### config.mk
export PLATFORM = sky130hd
export DESIGN_NAME = irq_status_ctrl
export DESIGN_NICKNAME = d
export VERILOG_FILES = /design/src/rtl/isc_pkg.sv /design/src/rtl/isc_raise_merge.sv /design/src/rtl/isc_status_reg.sv /design/src/rtl/isc_irq_out.sv /design/src/rtl/irq_status_ctrl.sv
export SDC_FILE = /design/constraint.sdc
export NUM_CORES = 1
export LEC_CHECK = 0
export ABC_AREA = 1
export BUFFER_PORTS_ARGS = -buffer_cell sky130_fd_sc_hd__buf_2
export CORE_MARGIN = 10
export CORE_UTILIZATION = 30
export DETAILED_ROUTE_END_ITERATION = 6
export HOLD_SLACK_MARGIN = 0.08
export PLACE_DENSITY = 0.67
export SYNTH_ARGS = -nofsm -noshare
export SYNTH_HDL_FRONTEND = slang
export SYNTH_SLANG_ARGS = --single-unit
### constraint.sdc
create_clock -name clk -period 1.9 [get_ports clk]
set_input_delay 0.38 -clock clk [delete_from_list [all_inputs] [get_ports clk]]
set_output_delay 0.38 -clock clk [all_outputs]
set_load 0.02 [all_outputs]
### src/rtl/isc_pkg.sv
package isc_pkg;
  localparam int unsigned CAUSE_W   = 32;
  localparam int unsigned N_SOURCES = 3;
  localparam int unsigned XFER_BIT  = 8;
endpackage

### src/rtl/isc_raise_merge.sv
module isc_raise_merge #(
  parameter int unsigned W        = 32,
  parameter int unsigned NSRC     = 3,
  parameter int unsigned XFER_BIT = 8
) (
  input  logic              sw_valid,
  input  logic [W-1:0]      sw_data,
  input  logic [NSRC-1:0]   src_req,
  input  logic [NSRC*W-1:0] src_code,
  input  logic              xfer_done,
  output logic [W-1:0]      raise_vec
);
  localparam logic [W-1:0] XFER_MASK = W'(1) << XFER_BIT;

  logic [W-1:0] gated [NSRC];

  for (genvar g = 0; g < NSRC; g++) begin : g_src
    assign gated[g] = src_req[g] ? src_code[g*W +: W] : '0;
  end

  always_comb begin
    raise_vec = sw_valid ? sw_data : '0;
    if (xfer_done) raise_vec = raise_vec | XFER_MASK;
    for (int k = 0; k < NSRC; k++) raise_vec = raise_vec | gated[k];
  end
endmodule

### src/rtl/isc_status_reg.sv
module isc_status_reg #(
  parameter int unsigned W = 32
) (
  input  logic         clk,
  input  logic         rst_n,
  input  logic [W-1:0] raise_vec,
  input  logic         ack_valid,
  input  logic [W-1:0] ack_data,
  output logic [W-1:0] status_q,
  output logic [W-1:0] fresh_bits
);
  logic [W-1:0] clear_vec;
  logic [W-1:0] status_d;

  assign clear_vec  = ack_valid ? ack_data : '0;
  assign status_d   = (status_q & ~clear_vec) | raise_vec;
  assign fresh_bits = raise_vec & ~status_q;

  always_ff @(posedge clk or negedge rst_n) begin
    if (!rst_n) status_q <= '0;
    else        status_q <= status_d;
  end
endmodule

### src/rtl/isc_irq_out.sv
module isc_irq_out #(
  parameter int unsigned W = 32
) (
  input  logic         clk,
  input  logic         rst_n,
  input  logic         msg_mode,
  input  logic [W-1:0] status_q,
  input  logic [W-1:0] fresh_bits,
  output logic         irq_level,
  output logic         irq_msg
);
  always_ff @(posedge clk or negedge rst_n) begin
    if (!rst_n) begin
      irq_level <= 1'b0;
      irq_msg   <= 1'b0;
    end else begin
      irq_level <= !msg_mode && (|status_q);
      irq_msg   <= msg_mode && (|fresh_bits);
    end
  end
endmodule

### src/rtl/irq_status_ctrl.sv
module irq_status_ctrl
  import isc_pkg::*;
#(
  parameter int unsigned W        = CAUSE_W,
  parameter int unsigned NSRC     = N_SOURCES,
  parameter int unsigned XFER_POS = XFER_BIT
) (
  input  logic              clk,
  input  logic              rst_n,
  input  logic              msg_mode,
  input  logic              raise_wr_valid,
  input  logic [W-1:0]      raise_wr_data,
  input  logic              ack_wr_valid,
  input  logic [W-1:0]      ack_wr_data,
  input  logic [NSRC-1:0]   src_req,
  input  logic [NSRC*W-1:0] src_code,
  input  logic              xfer_done,
  output logic [W-1:0]      pending,
  output logic              irq_level,
  output logic              irq_msg
);
  logic [W-1:0] raise_vec;
  logic [W-1:0] fresh_bits;

  isc_raise_merge #(.W(W), .NSRC(NSRC), .XFER_BIT(XFER_POS)) u_merge (
    .sw_valid  (raise_wr_valid),
    .sw_data   (raise_wr_data),
    .src_req   (src_req),
    .src_code  (src_code),
    .xfer_done (xfer_done),
    .raise_vec (raise_vec)
  );

  isc_status_reg #(.W(W)) u_status (
    .clk        (clk),
    .rst_n      (rst_n),
    .raise_vec  (raise_vec),
    .ack_valid  (ack_wr_valid),
    .ack_data   (ack_wr_data),
    .status_q   (pending),
    .fresh_bits (fresh_bits)
  );

  isc_irq_out #(.W(W)) u_out (
    .clk        (clk),
    .rst_n      (rst_n),
    .msg_mode   (msg_mode),
    .status_q   (pending),
    .fresh_bits (fresh_bits),
    .irq_level  (irq_level),
    .irq_msg    (irq_msg)
  );
endmodule

==> run metrics, run 1 <==
status=complete, no violations; RSZ-0062 raised after global routing=no; Slew Viols, Final=0; detailed-route wire length=10.9 mm; DR pass1 iterations=5; Period minus WS final=1420 ps; nets=773; static leakage=2.22 nW; Final Hold Viols=0; warnings from Yosys=0; GRT overflow=0; DP HPWL=9.11 mm; FP Rows=33; ratio of cells with drive above 1 in the final layout=0.360; antenna violations before repair=0; peak supply drop=0.000252 V; clock sink count=34; Final Instance Area=3670 µm²; setup violators final=0; sequential area share after synthesis=0.335; num ports=203; Post-CTS Setup Inserts=0; CTS tree=built; Worst-Skew Late Latency=280 ps; Fillers=900; Max FO, Critical Path=32; HP Class=in2async; pre-CTS setup slack=184 ps; Wirelength per Cell=15.4 µm; Max Clk Rate=0.702 GHz; period utilization=0.750; CTS Buf Count=5; required time of the worst setup path=2070 ps; Final WS setup=476 ps; I/O Buffers=202; Storage cell area=851 µm²; Inserted Diodes=0; Slew HR=0.576; largest net degree at the start of global routing=35; Placed Area=3570 µm²; Syn Area/Cell=6.23 µm²; starting DRC count in detailed routing=137; vias in the first global route=3609; commonest non-fill, non-tap cell in the layout=nand2_1; Area Growth Syn to Fin=44.6%; via count=3343; post-cts resize count=0; #FFs+latches synth=34; first-pass GRT wire length=16.8 mm; maximum root-to-sink buffer count=2; clock skew=6.89 ps; DRT antenna net count=0; gr usage total=0.160; commonest non-fill, non-tap cells in the layout=nand2_1, buf_2, a21oi_1, inv_1, dfrtp_1; Least-Margin Pin Slew=636 ps; Setup Crit Path Kind=in2reg; vias per cell=4.71; Max Cap Viol=0; Initial Util=0.309; # DRC=0; H-Tree Depth=2; Root Driver=clkbuf_8; Cell Pwr Density=567 nW/µm²; Core Area=8220 µm²; CP Capture Type=flop; placed cells=702; clk slew on worst S/H paths=70 ps; Synth cell types=17; worst path arrival time=1600 ps; total die area=12500 µm²; CP startpoint kind=input pin; Routability Congestion=0.832; die extent in y=112 µm; number of hold buffers added after CTS=0; Finished Layout Cells=710; synthesized area=2540 µm²; setup tns final=0 ps; Die Width=112 µm; multi-input logic area=1420 µm²; synthesized net count=577; Post-Syn Instances=408
registers in the layout (all words and copies together), names as in the netlist:
| register | flops |
|---|---|
| u_status.status_q | 32 |
| u_out.irq_level | 1 |
| u_out.irq_msg | 1 |
cell usage after synthesis, drive strengths merged:
cell type,instances,area [µm²]
a21oi,35,175
nand2,206,776
inv,34,128
or3,26,164
dfrtp,34,851
o21ai,26,130
nand4,13,81.3
nand3,1,5.00
nor4,2,12.5
or2,6,37.5
buf,15,143
nor2,10,37.5
logic make-up (layout without fill, tap and decap cells):
logic type	count (synthesis)	in the layout	synth area share
flops	34	34	0.335
buf+inv	49	246	0.106
simple gates	264	264	0.438
compound gates	61	61	0.120
metrics by stage:
stage,util,hold slack (ps),total power [W]
2_1_floorplan,-,84.4,0.00114
3_3_place_gp,0.434,456,0.00143
3_5_place_dp,0.434,454,0.00144
4_1_cts,0.447,140,0.00211
5_1_grt,0.447,168,0.00221
6_report,0.447,125,0.00208
power by group:
| group | leakage (nW) | internal (W) | switching [W] |
|---|---|---|---|
| Sequential | 0.324 | 0.000764 | 0.0000196 |
| Clock | 0.0524 | 0.000393 | 0.000268 |
| Combinational | 1.84 | 0.000269 | 0.000369 |
| Total | 2.22 | 0.00143 | 0.000656 |
cell type report:
type / instances / area share
Multi-Input combinational cell: 325 / 0.386
Timing Repair Buffer: 204 / 0.283
Sequential cell: 34 / 0.232
Tap cell: 105 / 0.0358
Inverter: 34 / 0.0347
Clock buffer: 7 / 0.0208
Clock inverter: 1 / 0.00817
path summary, 6_finish.rpt:
path / start / to / slack, ps / depth (start not counted)
max: raise_wr_valid / u_out.irq_msg / 480 / 9
min: rst_n / u_status.status_q[30] / 120 / 2
max reg2reg: u_status.status_q[31] / u_out.irq_level / 590 / 4
min reg2reg: u_status.status_q[15] / u_status.status_q[15] / 630 / 3
max in group asynchronous: rst_n / u_status.status_q[9] / 1440 / 2
min in group clk: msg_mode / u_out.irq_level / 280 / 2
metal layers:
metal | GRT usage | part of all wire
met5 | 0 | 0
met3 | 0.0485 | 0.069
met1 | 0.196 | 0.44
met2 | 0.268 | 0.48
met4 | 0.0347 | 0.010
critical path, cell delays in order:
cell and delay [ps]:
buf_2 310, nand2_1 140, nand2_1 90, o21ai_1 130, nand2_1 60, nor2_1 210, nand2_1 80, nor2_1 110
a21oi_1 70
Power figures use the tool's default switching activity.
==> run 2, diff against run 1 <==
PLACE_DENSITY = 0.7   (was 0.67)
clock period = 1.25 ns   (was 1.9 ns; I/O delays follow)
==> run 2 against run 1 <==
  * The run now ends with negative setup slack left
  * Clock skew fell by 3.8 ps
  * Sequential share of layout area down 1.1 points
  * Clock power is 31% higher
  * First-iteration DRC count is 31% higher
  * Critical path depth is 4 lower
  * Total power rose by 49%
  * Global-route usage rose by 0.80 points
  * Combinational power rose by 63%
  * Worst setup slack got worse by 490 ps
  * Routed wire length is 3.9% higher
  * Via count is 2.8% higher
  * Utilization is 2.3 points higher
  * Critical path type is now reg2reg
  * Critical endpoint is now u_out.irq_level
  * Largest cell class unchanged
==> run metrics, run 2 (same netlist as run 1, synthesis figures left out) <==
status=finished with violations (was complete, no violations); failing checks=negative setup slack; clock skew=3.12 ps (was 6.89 ps); nets=786 (was 773); CP cell instances=inv_2, nand4_1, nor4_2, buf_4, a21oi_2 (was buf_2, nand2_1, nand2_1, o21ai_1, nand2_1, nor2_1, nand2_1, nor2_1, a21oi_1); worst path arrival time=1430 ps (was 1600 ps); Initial Util=0.309 (unchanged); Slew HR=0.715 (was 0.576); clk slew on worst S/H paths=70 ps (about the same); Max FO, Critical Path=3 (was 32); commonest non-fill, non-tap cells in the layout=nand2_1, buf_2, a21oi_1, dfrtp_1, inv_1 (was nand2_1, buf_2, a21oi_1, inv_1, dfrtp_1); largest net degree at the start of global routing=25 (was 35); CP startpoint kind=flop (was input pin); period utilization=1.01; required time of the worst setup path=1420 ps (was 2070 ps); clock sink count=34 (unchanged); die extent in y=112 µm (unchanged); FP Rows=33 (unchanged); Period minus WS final=1270 ps; DP HPWL=9.59 mm (was 9.11 mm); Core Area=8220 µm² (unchanged); vias in the first global route=3630 (was 3609); detailed-route wire length=11.3 mm (was 10.9 mm); Worst-Skew Late Latency=290 ps (was 280 ps); sequential share of power=0.385 (was 0.376); vias per cell=4.76 (was 4.71); Int Power=0.00207 W (was 0.00143 W); tightest hold margin=139 ps (was 125 ps); DRT antenna net count=0 (unchanged); Psw=0.00103 W (was 0.000656 W); via count=3438 (was 3343); combinational power share=0.336 (was 0.307); clock power share=0.279 (was 0.317); commonest non-fill, non-tap cell in the layout=nand2_1 (unchanged); crit-path max cell delay=400 ps (was 310 ps); first-pass GRT wire length=17.6 mm (was 16.8 mm); CTS tree=built (unchanged); DR pass1 iterations=4 (was 5); number of buffers and inverters on the critical path=2 (was 1); antenna violations before repair=0 (unchanged); num ports=203 (unchanged); CP max stage cell=dfrtp_1 (was buf_2); Fillers=886 (was 900); H-Tree Depth=2 (unchanged); I/O Buffers=202 (unchanged); CTS Buf Count=5 (unchanged); Area Growth Syn to Fin=52.1% (was 44.6%); Final Hold Viols=0 (unchanged); Top reg by flops=u_status.status_q (unchanged); post-layout util=0.470 (was 0.447); CP Capture Type=flop (unchanged); gr usage total=0.168 (was 0.160); starting DRC count in detailed routing=180 (was 137); Cell Pwr Density=804 nW/µm² (was 567 nW/µm²); Max Clk Rate=0.789 GHz; maximum root-to-sink buffer count=2 (unchanged); HP Class=in2reg (was in2async); Root Driver=clkbuf_8 (unchanged); CP delay by family, top=simple AND/OR/NAND/NOR gates (unchanged); Largest register FFs=32 (unchanged); Wirelength per Cell=15.7 µm (was 15.4 µm); total die area=12500 µm² (unchanged); Final WS setup=-16.8 ps (was 476 ps); Die Width=112 µm (unchanged); Net Sw Frac=0.333 (was 0.315); biggest regs=u_status.status_q x32, u_out.irq_level x1, u_out.irq_msg x1 (unchanged); Max Cap Viol=0 (unchanged); Least-Margin Pin Slew=428 ps (was 636 ps); Slew Viols, Final=0 (unchanged); RSZ-0062 raised after global routing=yes (was no); # DRC=0 (unchanged); Setup Crit Path Kind=reg2reg (was in2reg); Inserted Diodes=0 (unchanged); peak supply drop=0.000361 V (was 0.000252 V); static leakage=2.29 nW (was 2.22 nW); placed cells=712 (was 702); Finished Layout Cells=723 (was 710); ratio of cells with drive above 1 in the final layout=0.393 (was 0.360); setup violators final=1 (was 0); GRT overflow=0 (unchanged); Routability Congestion=0.884 (was 0.832); pre-CTS setup slack=-370 ps (was 184 ps)
[run 2: cell count changes in the layout (fill, tap and decap cells not counted), sizes merged]
cell	delta
buf	+12
bufinv	-1
clkinv	+1
dlygate4sd3	+1
[run 2: final cells by class]
| type | instances | area, µm² | area share |
|---|---|---|---|
| inverter | 34 | 128 | 0.0330 |
| tap | 105 | 131 | 0.0340 |
| multi-input combinational | 325 | 1440 | 0.372 |
| timing repair buffer | 217 | 1230 | 0.317 |
| clock buffer | 7 | 86.3 | 0.0224 |
| clock inverter | 1 | 5.00 | 0.00130 |
| sequential | 34 | 851 | 0.220 |
[run 2: timing repair]
action                                  4_1_cts  5_1_grt
pin swaps                                     2        1
setup buffers                                 2        0
endpoints found under the setup margin        2        2
hold endpoints to repair                     14        0
gates resized for setup                       8        8
hold buffers                                  1        0
[run 2: stage by stage]
stage	total power [W]	instance area, µm²	setup TNS [ps]
finish	0.00311	3860	-16.8
global route	0.00332	3860	-85.9
global placement	0.00223	3720	-1550
CTS	0.00315	3850	-40.2
floorplan	0.00173	2540	0
detailed placement	0.00225	3720	-1840
[run 2: power by group through the flow]
stage / logic [W] / clock network (W) / registers [W]
floorplan: 0.000438 / 0 / 0.00129
global placement: 0.00101 / 0 / 0.00121
detailed placement: 0.00103 / 0 / 0.00122
CTS: 0.00105 / 0.000905 / 0.00120
global route: 0.00116 / 0.000955 / 0.00120
finish: 0.00104 / 0.000867 / 0.00120
[run 2: path summary, 6_finish.rpt]
check                      slack (ps)  cells past startpoint                  start               endpoint
max                               -20                      5  u_status.status_q[27]        u_out.irq_level
min                               140                      2               msg_mode        u_out.irq_level
max reg2reg                       -20                      5  u_status.status_q[27]        u_out.irq_level
min reg2reg                       640                      3  u_status.status_q[29]  u_status.status_q[29]
max in group asynchronous         360                      3                  rst_n        u_out.irq_level
min in group asynchronous         430                      2                  rst_n  u_status.status_q[31]
[run 2: layer usage]
layer / vias to the layer above / track usage / share of wire
met4: 0 / 0.0296 / 0.0082
met3: 9 / 0.0517 / 0.081
met5: - / 0 / 0
li1: 1714 / - / -
met1: 1560 / 0.207 / 0.44
met2: 155 / 0.283 / 0.47
